===== src/rtl/irda_codec_pkg.sv =====
package irda_codec_pkg;
  localparam int unsigned PHASE_W = 4;
  localparam int unsigned TICKS_PER_BIT = 1 << PHASE_W;
  typedef logic [PHASE_W-1:0] phase_t;
endpackage


===== src/rtl/irda_det_prescaler.sv =====
module irda_det_prescaler #(
  parameter int unsigned SEL_W = 3
) (
  input  logic             clk,
  input  logic             rst_n,
  input  logic [SEL_W-1:0] sel_i,
  output logic             strobe_o
);
  localparam int unsigned CNT_W = (1 << SEL_W) - 1;

  logic [CNT_W-1:0] cnt_q;
  logic [CNT_W-1:0] mask;

  always_comb begin
    for (int i = 0; i < CNT_W; i++) mask[i] = (i < int'(sel_i));
  end

  always_ff @(posedge clk or negedge rst_n) begin
    if (!rst_n) cnt_q <= '0;
    else        cnt_q <= cnt_q + 1'b1;
  end

  assign strobe_o = ((cnt_q & mask) == mask);


  div1_every_clk_chk: assert property (@(posedge clk) disable iff (!rst_n)
    (sel_i == '0) |-> strobe_o);
endmodule


===== src/rtl/irda_tx_shaper.sv =====
module irda_tx_shaper
  import irda_codec_pkg::*;
#(
  parameter int unsigned PULSE_START = 8,
  parameter int unsigned PULSE_LEN   = 3
) (
  input  logic   clk,
  input  logic   rst_n,
  input  logic   en_i,
  input  logic   bit_i,
  input  phase_t phase_i,
  output logic   line_o
);
  localparam phase_t WIN_LO = phase_t'(PULSE_START);
  localparam phase_t WIN_HI = phase_t'(PULSE_START + PULSE_LEN - 1);

  logic in_win;
  assign in_win = (phase_i >= WIN_LO) && (phase_i <= WIN_HI);

  always_ff @(posedge clk or negedge rst_n) begin
    if (!rst_n) line_o <= 1'b1;
    else        line_o <= !(en_i && !bit_i && in_win);
  end


  tx_low_from_zero_chk: assert property (@(posedge clk) disable iff (!rst_n)
    (!line_o && $past(rst_n)) |-> $past(!bit_i));
endmodule


===== src/rtl/irda_rx_qualifier.sv =====
module irda_rx_qualifier #(
  parameter int unsigned QUAL_MIN = 2
) (
  input  logic clk,
  input  logic rst_n,
  input  logic en_i,
  input  logic strobe_i,
  input  logic pin_i,
  output logic event_tog_o
);
  localparam int unsigned QW = $clog2(QUAL_MIN + 1);
  localparam logic [QW-1:0] Q_LAST = QW'(QUAL_MIN - 1);
  localparam logic [QW-1:0] Q_SAT  = QW'(QUAL_MIN);

  logic [1:0]    sync_q;
  logic [QW-1:0] low_cnt_q;

  always_ff @(posedge clk or negedge rst_n) begin
    if (!rst_n) sync_q <= 2'b11;
    else        sync_q <= {sync_q[0], pin_i};
  end

  always_ff @(posedge clk or negedge rst_n) begin
    if (!rst_n) begin
      low_cnt_q   <= '0;
      event_tog_o <= 1'b0;
    end else if (!en_i) begin
      low_cnt_q <= '0;
    end else if (strobe_i) begin
      if (sync_q[1]) begin
        low_cnt_q <= '0;
      end else begin
        if (low_cnt_q == Q_LAST) event_tog_o <= ~event_tog_o;
        if (low_cnt_q != Q_SAT)  low_cnt_q <= low_cnt_q + 1'b1;
      end
    end
  end


  qual_needs_low_chk: assert property (@(posedge clk) disable iff (!rst_n)
    (event_tog_o != $past(event_tog_o)) |-> ($past(!sync_q[1]) && $past(strobe_i)));

  qual_cnt_sat_chk: assert property (@(posedge clk) disable iff (!rst_n)
    low_cnt_q <= Q_SAT);
endmodule


===== src/rtl/irda_rx_stretcher.sv =====
module irda_rx_stretcher #(
  parameter int unsigned STRETCH_TICKS = 16
) (
  input  logic clk,
  input  logic rst_n,
  input  logic en_i,
  input  logic tick_i,
  input  logic event_tog_i,
  output logic low_o
);
  localparam int unsigned CW = $clog2(STRETCH_TICKS + 1);
  localparam logic [CW-1:0] LOAD = CW'(STRETCH_TICKS);

  logic          seen_q;
  logic [CW-1:0] cnt_q;

  always_ff @(posedge clk or negedge rst_n) begin
    if (!rst_n) begin
      seen_q <= 1'b0;
      cnt_q  <= '0;
    end else if (!en_i) begin
      seen_q <= event_tog_i;
      cnt_q  <= '0;
    end else if (tick_i) begin
      if (event_tog_i != seen_q) begin
        seen_q <= event_tog_i;
        cnt_q  <= LOAD;
      end else if (cnt_q != '0) begin
        cnt_q <= cnt_q - 1'b1;
      end
    end
  end

  assign low_o = (cnt_q != '0);


  stretch_limit_chk: assert property (@(posedge clk) disable iff (!rst_n)
    cnt_q <= LOAD);

  stretch_hold_chk: assert property (@(posedge clk) disable iff (!rst_n)
    (!tick_i && en_i) |=> $stable(cnt_q));
endmodule


===== src/rtl/irda_rzi_codec.sv =====
module irda_rzi_codec
  import irda_codec_pkg::*;
#(
  parameter int unsigned SEL_W         = 3,
  parameter int unsigned PULSE_START   = 8,
  parameter int unsigned PULSE_LEN     = 3,
  parameter int unsigned STRETCH_TICKS = TICKS_PER_BIT,
  parameter int unsigned QUAL_MIN      = 2
) (
  input  logic             clk,
  input  logic             rst_n,
  input  logic             ir_en_i,
  input  logic [SEL_W-1:0] det_div_sel_i,
  input  logic             tick16_i,
  input  logic             tx_bit_i,
  input  logic [PHASE_W-1:0] tx_phase_i,
  output logic             tx_pin_o,
  input  logic             rx_pin_i,
  output logic             rx_bit_o
);
  logic det_strobe;
  logic mod_line;
  logic ev_tog;
  logic stretch_low;

  irda_det_prescaler #(.SEL_W(SEL_W)) u_presc (
    .clk(clk), .rst_n(rst_n), .sel_i(det_div_sel_i), .strobe_o(det_strobe)
  );

  irda_tx_shaper #(.PULSE_START(PULSE_START), .PULSE_LEN(PULSE_LEN)) u_tx (
    .clk(clk), .rst_n(rst_n), .en_i(ir_en_i), .bit_i(tx_bit_i),
    .phase_i(tx_phase_i), .line_o(mod_line)
  );

  irda_rx_qualifier #(.QUAL_MIN(QUAL_MIN)) u_qual (
    .clk(clk), .rst_n(rst_n), .en_i(ir_en_i), .strobe_i(det_strobe),
    .pin_i(rx_pin_i), .event_tog_o(ev_tog)
  );

  irda_rx_stretcher #(.STRETCH_TICKS(STRETCH_TICKS)) u_str (
    .clk(clk), .rst_n(rst_n), .en_i(ir_en_i), .tick_i(tick16_i),
    .event_tog_i(ev_tog), .low_o(stretch_low)
  );

  assign tx_pin_o = ir_en_i ? mod_line : tx_bit_i;
  assign rx_bit_o = ir_en_i ? !stretch_low : rx_pin_i;


  tx_one_stays_high_chk: assert property (@(posedge clk) disable iff (!rst_n)
    (ir_en_i && tx_bit_i) |=> (tx_pin_o || !ir_en_i));
endmodule


===== config.mk =====
export PLATFORM = sky130hd
export DESIGN_NAME = irda_rzi_codec
export DESIGN_NICKNAME = d
export VERILOG_FILES = /design/src/rtl/irda_codec_pkg.sv /design/src/rtl/irda_det_prescaler.sv /design/src/rtl/irda_tx_shaper.sv /design/src/rtl/irda_rx_qualifier.sv /design/src/rtl/irda_rx_stretcher.sv /design/src/rtl/irda_rzi_codec.sv
export SDC_FILE = /design/constraint.sdc
export NUM_CORES = 1
export LEC_CHECK = 0
export ABC_AREA = 1
export BUFFER_PORTS_ARGS = -buffer_cell sky130_fd_sc_hd__buf_2
export CORE_MARGIN = 2
export CORE_UTILIZATION = 50
export CTS_CLUSTER_DIAMETER = 30
export DETAILED_ROUTE_END_ITERATION = 16
export GPL_ROUTABILITY_DRIVEN = 0
export GPL_TIMING_DRIVEN = 0
export MAX_ROUTING_LAYER = met4
export PLACE_DENSITY = 0.75
export RECOVER_POWER = 100
export SLEW_MARGIN = 30
export SYNTH_ARGS = -nofsm -noshare
export SYNTH_HDL_FRONTEND = slang
export SYNTH_HIERARCHICAL = 1
export SYNTH_SLANG_ARGS = --single-unit

===== constraint.sdc =====
create_clock -name clk -period 1.48 [get_ports clk]
set_input_delay 0.074 -clock clk [delete_from_list [all_inputs] [get_ports clk]]
set_output_delay 0.074 -clock clk [all_outputs]
set_load 0.02 [all_outputs]

==> results.md <==
- Fin crit period: 1.40 ns
- Max-slew violation count: 0
- Slowest-stage cell, CP: dfrtp_1
- Clock Latency Late Sink: 0.29 ns
- Routed vias/inst: roughly 5
- Syn Inst Count: 138
- H-tree lvl count: 1
- Die Y-Extent: 50.3 µm
- MaxCap Viol Count: 0
- Startpoint Class: register
- Total congestion overflow: 0
- R2R Path Start: u_str/cnt_q[1]
- Worst Path Max Fanout: 4
- First-pass GRT wire length: 3500 µm
- RSZ-0062 raised after global routing: true
- Met2 wire len: around 1000 µm
- Iter 0 DRT Violations: 23
- Clk buf depth: 2
- DR vias: approximately 960
- Required @ worst endpoint: 1.41 ns
- Drt pass-1 iters: 4
- M1 WL: ~840 µm
- Sequential element share of the synthesized area: 0.447
- Layout cells sized above 1: 0.229
- Metal3 WL: between 100 and 150 µm
- Crit path buf inv count: 3
- Core region area: around 2000 µm²
- Hold Path Origin: tick16_i
- Syn nets: approximately 160
- #FFs+latches synth: 19
- Peak Freq: about 700 MHz
- Worst min-delay path category: in2reg
- Post-DRT Antenna Nets: 0
- CTS tree: done
- Actual slew at the worst max-slew pin: around 1 ns
- Initial antenna violation count: 0
- Crit path from: u_str/cnt_q[1]
- Number of different library cells in the post-synthesis netlist: 20
- CP cell instances: inv_2 > ha_4 > nand3_4 > inv_2 > nand2_1 > nand2_1 > buf_6
- Power per Cell Area: roughly 1200 nW/µm²
- Status: finished clean
- DIE WIDTH: around 50 µm
- Post-DP HPWL: between 1000 and 1500 µm
- Pin count of the biggest net entering global routing: 20
- Starting Density: 0.540
- CP Class: reg2out
- IO buf count: 14
- Fin. Hold Viols: 0
- CP peak stage delay: approximately 0.40 ns
- Area grow syn2layout: 21.4%
- Uppermost layer routed: met3
- TritonCTS Buffers: 3
- # IOs: 15
- Netlist Area Pre-Place: ~1100 µm²
- Pre-CTS setup slack: 0.122 ns
- VDD IR max: around 0.87 mV
- Drt total wl: around 2000 µm
- CP Capture Type: output pin
- Total negative slack: 0 ns
- Drt drc: 0
- Overall power: approximately 1.6 mW
- # diodes: 0
- Skew final: around 0.0037 ns
- Die area: 2530 µm²
- Vias in the first global route: roughly 900
- Slew headroom: 0.340
- Arr. time, crit path: around 1.3 ns
- Clk sinks: 19
- Crit path max-delay family: flip-flops
- Root Buffer: clkbuf_4
- DP Area: 1170 µm²
- Final worst path period share: 0.944
- Post-Syn Area per Cell: 7.76 µm²
- Std cell rows: 16
- Final net count: between 150 and 200
- Worst-path clk slew: between 0.1 and 0.15 ns
- Final Cell Area: 1300 µm²
- Setup WS post-layout: about 0.083 ns
- Leak Pwr: just under 0.7 nW
- Drt wl/cell: slightly above 10 µm
- R2R setup slack: ~0.13 ns
- Fin util: 0.656
- Synth Warn #: 6
- GRT Util Overall: 0.184
- Endpoints failing setup: 0
layout by cell type (no fill, tap or decap):
master,instances
o21ai_0,3
nand4_1,2
nor2_4,1
clkbuf_4,3
nand3b_1,1
nand2_1,48
dfstp_2,3
nand3_1,12
dfrtp_1,16
xor2_1,5
ha_1,3
dlygate4sd3_1,4
inv_1,19
ha_4,1
nor2_2,2
or2_0,1
nand2_2,1
o21ai_2,1
nor2_1,11
nand2_4,1
clkbuf_1,2
xnor2_1,1
buf_6,1
buf_2,11
nand3_4,1
or2_4,1
clkinv_2,1
inv_2,4
buf_4,6
worst min-delay path, cell delays in order:
cell and delay (ns):
buf_2 0.08, or2_4 0.14, o21ai_0 0.08
report_power, final:
part / leakage, nW / internal (mW) / switching (mW) / total, mW
Combinational: 0.443 / 0.333 / 0.369 / 0.702
Clock: 0.0177 / 0.100 / 0.159 / 0.260
Sequential: 0.235 / 0.589 / 0.0532 / 0.642
flip-flops by register name (all words and copies together), names as in the netlist:
name,count
u_str/cnt_q,5
u_presc/cnt_q,7
u_tx/line_o,1
u_qual/event_tog_o,1
u_str/seen_q,1
u_qual/sync_q,2
u_qual/low_cnt_q,2
cell families (layout without fill, tap and decap cells):
kind of cell	count (synthesis)	in the layout	share of synthesized area
simple gates	82	82	0.350
fa+ha+maj	4	4	0.0467
compound gates	4	4	0.0257
xor+xnor	6	6	0.0491
buf+inv	23	51	0.0806
flops	19	19	0.447
metrics by stage:
stage / instances / hold slack (ns)
6_report: 193 / 0.118
5_1_grt: 193 / 0.114
4_1_cts: 188 / 0.118
3_5_place_dp: 179 / 0.0393
3_3_place_gp: 179 / 0.0367
2_1_floorplan: 138 / -0.222
timing repair:
item                                    CTS  global route
endpoints found under the setup margin    1             4
hold endpoints to repair                 18             0
hold buffers                              4             0
buffers inserted                          1             5
pin swaps                                 0             2
gates resized for setup                   6             5
Yosys cell counts:
library cell,count,area (µm²)
inv_2,1,3.75
inv_1,22,82.6
nand2_1,46,173
nand3b_1,1,7.51
xor2_1,5,43.8
nand2_4,3,33.8
o21ai_2,2,17.5
xnor2_1,1,8.76
o21ai_0,2,10.0
ha_1,4,50.1
dfrtp_1,16,400
nor2_2,2,12.5
nand3_1,12,60.1
or2_4,1,8.76
dfstp_2,3,78.8
nand2_2,1,6.26
nand3_2,1,10.0
nor2_1,12,45.0
nand4_1,2,12.5
or2_0,1,6.26
routing by layer:
layer	track usage	up-vias
li1	-	478
met4	0.0417	0
met3	0.0357	0
met1	0.213	441
met2	0.329	43
met5	-	-
area by class of cell:
| type | instances | area, µm² |
|---|---|---|
| clock buffers | 3 | 22.5 |
| clock inverters | 1 | 5.00 |
| fillers | 167 | 682 |
| well taps | 27 | 33.8 |
| inverters | 23 | 86.3 |
| multi-input cells | 96 | 514 |
| repair buffers | 24 | 159 |
| flip-flops and latches | 19 | 479 |
worst paths after layout:
path                                    end  depth (start not counted)
max                                rx_bit_o                          7
min                            u_str/seen_q                          3
max reg2reg                  u_str/cnt_q[0]                          8
min reg2reg                u_qual/sync_q[1]                          0
max in group asynchronous  u_presc/cnt_q[2]                          2
min in group asynchronous      u_str/seen_q                          2
Note: power is estimated with default switching activity, not from simulation.
